===== src/rtl/trig_pkg.sv =====
package trig_pkg;

   // Index width for a bank of n channels, never narrower than one bit.
   function automatic int trig_idx_w(input int n);
      return (n > 1) ? $clog2(n) : 1;
   endfunction

endpackage


===== src/rtl/trig_fid_sync.sv =====
module trig_fid_sync #(
   parameter int SYNC_STAGES = 2
) (
   input  logic clk,
   input  logic rst_n,
   input  logic fid_in,
   output logic fid_pulse
);

   if (SYNC_STAGES < 2) begin : g_bad_stages
      $error("trig_fid_sync: SYNC_STAGES must be at least 2");
   end

   logic [SYNC_STAGES-1:0] chain_q;
   logic                   prev_q;

   always_ff @(posedge clk or negedge rst_n) begin
      if (!rst_n) begin
         chain_q <= '0;
         prev_q  <= 1'b0;
      end else begin
         chain_q <= {chain_q[SYNC_STAGES-2:0], fid_in};
         prev_q  <= chain_q[SYNC_STAGES-1];
      end
   end

   assign fid_pulse = chain_q[SYNC_STAGES-1] & ~prev_q;

   // a held marker yields a single restart strobe
   p_single_pulse_r2: assert property (@(posedge clk) disable iff (!rst_n)
      fid_pulse |=> !fid_pulse);

endmodule


===== src/rtl/trig_counter.sv =====
module trig_counter #(
   parameter int CNT_W = 24
) (
   input  logic             clk,
   input  logic             rst_n,
   input  logic             fid_pulse,
   output logic [CNT_W-1:0] cnt_o
);

   localparam logic [CNT_W-1:0] CNT_MAX = {CNT_W{1'b1}};

   if (CNT_W < 2) begin : g_bad_width
      $error("trig_counter: CNT_W must be at least 2");
   end

   logic [CNT_W-1:0] cnt_q;

   always_ff @(posedge clk or negedge rst_n) begin
      if (!rst_n)                cnt_q <= CNT_MAX;
      else if (fid_pulse)        cnt_q <= '0;
      else if (cnt_q != CNT_MAX) cnt_q <= cnt_q + 1'b1;
   end

   assign cnt_o = cnt_q;

   // the marker edge restarts the count at zero
   p_restart_r1: assert property (@(posedge clk) disable iff (!rst_n)
      fid_pulse |=> (cnt_q == '0));

   // between markers the count advances by one per cycle
   p_advance_r1: assert property (@(posedge clk) disable iff (!rst_n)
      (!fid_pulse && cnt_q != CNT_MAX) |=> (cnt_q == $past(cnt_q) + 1'b1));

   // the count holds at all-ones instead of wrapping
   p_no_wrap_r7: assert property (@(posedge clk) disable iff (!rst_n)
      (!fid_pulse && cnt_q == CNT_MAX) |=> (cnt_q == CNT_MAX));

endmodule


===== src/rtl/trig_channel.sv =====
module trig_channel #(
   parameter int CNT_W = 24
) (
   input  logic             clk,
   input  logic             rst_n,
   input  logic             fid_pulse,
   input  logic [CNT_W-1:0] cnt_i,
   input  logic             wr_hit,
   input  logic [CNT_W-1:0] wr_start,
   input  logic [CNT_W-1:0] wr_stop,
   input  logic             wr_en,
   output logic             trig_o
);

   logic [CNT_W-1:0] shd_start_q, shd_stop_q;
   logic             shd_en_q;
   logic [CNT_W-1:0] act_start_q, act_stop_q;
   logic             act_en_q;
   logic             live;
   logic             trig_q;

   // Holding copy, written by the host at any time
   always_ff @(posedge clk or negedge rst_n) begin
      if (!rst_n) begin
         shd_start_q <= '0;
         shd_stop_q  <= '0;
         shd_en_q    <= 1'b0;
      end else if (wr_hit) begin
         shd_start_q <= wr_start;
         shd_stop_q  <= wr_stop;
         shd_en_q    <= wr_en;
      end
   end

   // Live copy, refreshed only at a marker edge
   always_ff @(posedge clk or negedge rst_n) begin
      if (!rst_n) begin
         act_start_q <= '0;
         act_stop_q  <= '0;
         act_en_q    <= 1'b0;
      end else if (fid_pulse) begin
         act_start_q <= shd_start_q;
         act_stop_q  <= shd_stop_q;
         act_en_q    <= shd_en_q;
      end
   end

   assign live = act_en_q && (act_stop_q > act_start_q);

   always_ff @(posedge clk or negedge rst_n) begin
      if (!rst_n)                     trig_q <= 1'b0;
      else if (!live)                 trig_q <= 1'b0;
      else if (cnt_i == act_start_q)  trig_q <= 1'b1;
      else if (cnt_i == act_stop_q)   trig_q <= 1'b0;
   end

   assign trig_o = trig_q;

   // live counts change only at a marker edge
   p_shadow_hold_r6: assert property (@(posedge clk) disable iff (!rst_n)
      !fid_pulse |=> ($stable(act_start_q) && $stable(act_stop_q) && $stable(act_en_q)));

   // reversed or equal counts keep the output low
   p_bad_range_r4: assert property (@(posedge clk) disable iff (!rst_n)
      (act_stop_q <= act_start_q) |=> !trig_q);

   // a disabled channel keeps the output low
   p_disabled_r5: assert property (@(posedge clk) disable iff (!rst_n)
      !act_en_q |=> !trig_q);

   // a rise happens only where the count met the turn-on value
   p_rise_at_start_r1: assert property (@(posedge clk) disable iff (!rst_n)
      ($rose(trig_q) && !$past(fid_pulse)) |-> ($past(cnt_i) == act_start_q));

endmodule


===== src/rtl/trig_delay_gen.sv =====
module trig_delay_gen #(
   parameter int NUM_CH      = 8,
   parameter int CNT_W       = 24,
   parameter int SYNC_STAGES = 2,
   parameter int CH_W        = trig_pkg::trig_idx_w(NUM_CH)
) (
   input  logic              clk,
   input  logic              rst_n,
   input  logic              fid_in,
   input  logic              cfg_we,
   input  logic [CH_W-1:0]   cfg_ch,
   input  logic [CNT_W-1:0]  cfg_start,
   input  logic [CNT_W-1:0]  cfg_stop,
   input  logic              cfg_en,
   output logic [NUM_CH-1:0] trig_o
);

   if (NUM_CH < 1) begin : g_bad_count
      $error("trig_delay_gen: NUM_CH must be at least 1");
   end
   if (CH_W < trig_pkg::trig_idx_w(NUM_CH)) begin : g_bad_idx
      $error("trig_delay_gen: CH_W too narrow for NUM_CH");
   end

   logic             fid_pulse;
   logic [CNT_W-1:0] cnt;

   trig_fid_sync #(.SYNC_STAGES(SYNC_STAGES)) i_sync (
      .clk       (clk),
      .rst_n     (rst_n),
      .fid_in    (fid_in),
      .fid_pulse (fid_pulse)
   );

   trig_counter #(.CNT_W(CNT_W)) i_counter (
      .clk       (clk),
      .rst_n     (rst_n),
      .fid_pulse (fid_pulse),
      .cnt_o     (cnt)
   );

   for (genvar g = 0; g < NUM_CH; g++) begin : g_ch
      logic hit;
      assign hit = cfg_we && (cfg_ch == CH_W'(g));

      trig_channel #(.CNT_W(CNT_W)) i_channel (
         .clk       (clk),
         .rst_n     (rst_n),
         .fid_pulse (fid_pulse),
         .cnt_i     (cnt),
         .wr_hit    (hit),
         .wr_start  (cfg_start),
         .wr_stop   (cfg_stop),
         .wr_en     (cfg_en),
         .trig_o    (trig_o[g])
      );
   end

   // nothing fires while no marker has been seen since reset
   p_quiet_after_reset_r8: assert property (@(posedge clk) disable iff (!rst_n)
      ($past(!rst_n)) |-> (trig_o == '0));

endmodule


===== config.mk =====
export PLATFORM = sky130hd
export DESIGN_NAME = trig_delay_gen
export DESIGN_NICKNAME = d
export VERILOG_FILES = /design/src/rtl/trig_pkg.sv /design/src/rtl/trig_fid_sync.sv /design/src/rtl/trig_counter.sv /design/src/rtl/trig_channel.sv /design/src/rtl/trig_delay_gen.sv
export SDC_FILE = /design/constraint.sdc
export NUM_CORES = 2
export LEC_CHECK = 0
export ABC_AREA = 1
export BUFFER_PORTS_ARGS = -buffer_cell sky130_fd_sc_hd__buf_2
export CAP_MARGIN = 20
export CORE_MARGIN = 4
export CORE_UTILIZATION = 51
export CTS_CLUSTER_DIAMETER = 40
export DETAILED_ROUTE_END_ITERATION = 12
export GPL_TIMING_DRIVEN = 1
export HOLD_SLACK_MARGIN = 0.15
export PLACE_DENSITY = 0.72
export SLEW_MARGIN = 20
export SYNTH_ARGS = -nofsm -noshare
export SYNTH_HDL_FRONTEND = slang
export SYNTH_SLANG_ARGS = --single-unit
export TNS_END_PERCENT = 100

===== constraint.sdc =====
create_clock -name clk -period 1.6 [get_ports clk]
set_input_delay 0.48 -clock clk [delete_from_list [all_inputs] [get_ports clk]]
set_output_delay 0.48 -clock clk [all_outputs]
set_load 0.01 [all_outputs]

==> reports/results.tsv <==
metric	value	unit
outcome	complete, but fails checks	
violations	setup timing	
synth_top_cell_by_area	dfrtp_1	
antenna_found_initial	5	
start_util	51.4	%
drc_errors	0	
netlist_top_cells_count	1572 x nand2_1, 795 x dfrtp_1, 724 x o21ai_0	
ys.warnings.count	0	
arrival	2.55	ns
cp-end-kind	flop	
die_w	290	um
wl_per_cell	19.8	um
clock_latency	0.70	ns
synth_top_area_share	49.1	%
core-area	78900	sq um
dieArea	84100	sq um
stdcell_area	52700	sq um
rsz0062_at_grt	yes	
drt_first_pass_iters	6	
grt_pass1_wl	202000	um
cts_made_buffers	120	
synth_most_common_cell	nand2_1	
place_area	46700	sq um
r2r-end	g_ch[1].i_channel.trig_o	
cts.path.max_buffers	3	
synth_nets	5162	
dp_slack	-0.601	ns
grt_start_max_net_pins	66	
crit_path_max_fanout	3	
root_buffer	clkbuf_16	
avgSynthCellArea	8.25	sq um
reg2reg_depth	13	
synth_cell_type_count	40	
finalMaxSlewViolations	0	
power.density	1460	nW/um^2
final.setup.tns	-8.90	ns
nets	5791	
min_to	g_ch[7].i_channel.shd_start_q[17]	
clk_pin_slew_worst_paths	0.06	ns
cts_tree	built	
dpl.hpwl	92200	um
grt-ovfl-total	0	
reg2reg_from	i_counter.cnt_o[22]	
holdWs	0.191	ns
period_share	123	%
ioPinCount	64	
cp.required	2.18	ns
dieHeight	290	um
synth_area_leaders	dfrtp_1 49%, nand2_1 15%, o21ai_0 8.9%, ha_1 6.0%, inv_1 4.3%	
vias_per_cell	5.41	
synth_edf_count	0	
min_path_cells	3	
slew_headroom	62.4	%
min_path_type	in2reg	
reg2reg_slack	-0.37	ns
ys_ff_latch	819	
area_growth	30.0	%
vias	36200	
place_congestion	0.954	
setup_violations	40	
syn-cell-area	40500	sq um
grt_pass1_vias	35500	
drt_iter0_drc	3455	
grtUsageTotal	30.8	%
async_reset_ff_share	100	%
layout_setup_ws	-0.367	ns
max_slew.worst_pin.slew	0.558	ns
wl	133000	um
hold_path_startpoint	cfg_start[17]	
fin_worst_skew	0.0386	ns
ant_nets	0	
power	0.0771	W
fmax	0.508	GHz
synth_flop_cell	dfrtp_1	
period_needed	1.97	ns
placementRows	103	
synthCells	4913	
cts.sinks	819	
p_leak	26.5	nW
critPathKind	reg2reg	
maxCapViolCount	0	
drive_above_1_share	21.4	%
startpoint_type	flop	
cts.htree.levels	3	
final_hold_viol_count	0	
synth-seq-area-share	50.6	%
ir_worst_vdd	986	uV
io_buffers	63	
through the flow:
| step | util (%) | cells |
|---|---|---|
| final | 66.8 | 6698 |
| after global routing | 66.8 | 6696 |
| after CTS | 65.9 | 6670 |
| after detailed placement | 59.2 | 6416 |
| after global placement | 59.2 | 6416 |
| after floorplan | - | 4913 |
sequential cells by signal, summed over array words and instances, names as in the netlist:
name and flops:
g_ch.i_channel.shd_start_q 192, g_ch.i_channel.act_stop_q 192, g_ch.i_channel.trig_o 8, i_sync.prev_q 1, g_ch.i_channel.shd_en_q 8, i_sync.chain_q 2, g_ch.i_channel.act_en_q 8, g_ch.i_channel.shd_stop_q 192
g_ch.i_channel.act_start_q 192, i_counter.cnt_o 24
cell usage in the layout (no fill, tap or decap), drive strengths merged:
cell type,instances
nand3,59
buf,726
o21bai,2
nand2,1580
o211ai,1
a31oi,6
o21ai,757
inv,504
dlygate4sd3,6
xor2,105
dfrtp,795
clkbuf,151
nor4,1
nor2,308
a211oi,3
or2,3
nor3b,2
nand3b,3
nor3,25
dfstp,24
a21boi,5
clkinvlp,20
diode,2
a21oi,153
nand4,52
ha,193
a41oi,1
xnor2,96
o21a,11
clkinv,30
o31ai,5
bufinv,19
power breakdown:
part,internal [W],total (W),switching (W)
clock,0.0179,0.0282,0.0104
combinational,0.00920,0.0216,0.0124
sequential,0.0247,0.0272,0.00255
logic make-up (layout without fill, tap and decap cells):
kind of cell               Yosys count  count (layout)  share of synthesized area, %
and+or+nand+nor                   2033            2033                          19.8
AOI/OAI and AO/OA                  944             944                          11.9
DFF                                819             819                          50.6
buffers and inverters              723            1456                          7.42
xor gates and xnor gates           201             201                          4.34
adders and majority gates          193             193                          5.96
other                                0               2                             0
critical path: stages (launching register included):
cell        delay, ns
dfstp_2          0.63
clkinvlp_4       0.14
buf_4            0.15
buf_6            0.12
nand2_2          0.06
nand2_2          0.06
nor2_4           0.14
nand2_2          0.10
nor2_4           0.15
nand3_2          0.08
nand2_1          0.06
nand2_1          0.06
nand2_1          0.05
nor2_1           0.04
final cells by class:
class,instances,area (sq um)
Antenna cell,2,5.00
Clock buffer,147,3300
Clock inverter,79,1060
Fill cell,6107,26200
Inverter,494,1890
Multi-Input combinational cell,3371,18000
Sequential cell,819,20500
Tap cell,1050,1310
Timing Repair Buffer,736,6620
per-layer routing:
| layer | GRT usage (%) | vias up | share of wire (%) |
|---|---|---|---|
| li1 | - | 16900 | - |
| met1 | 41.4 | 17400 | 41 |
| met2 | 48.0 | 1611 | 45 |
| met3 | 7.50 | 305 | 9.6 |
| met4 | 13.3 | 6 | 4.4 |
| met5 | 0 | - | 0.029 |
worst max-delay path by stage:
stage	cells after the start	slack (ns)	end	startpoint
3_5_place_dp	13	-0.60	g_ch[1].i_channel.trig_o	i_counter.cnt_o[22]
5_1_grt	14	-0.52	g_ch[3].i_channel.trig_o	i_counter.cnt_o[2]
2_1_floorplan	9	0.01	i_counter.cnt_o[0]	i_counter.cnt_o[0]
6_report	13	-0.37	g_ch[1].i_channel.trig_o	i_counter.cnt_o[22]
3_3_place_gp	13	-0.63	g_ch[1].i_channel.trig_o	i_counter.cnt_o[22]
4_1_cts	13	-0.36	g_ch[0].i_channel.trig_o	i_counter.cnt_o[22]
what timing repair did:
item / CTS / global route
gates resized for setup: 178 / 113
hold buffers: 6 / 0
pin swaps: 71 / 62
setup buffers: 22 / 27
endpoints found under the setup margin: 40 / 57
cloned: 1 / 4
endpoints found under the hold margin: 425 / 0
(Power assumes the default switching activity.)
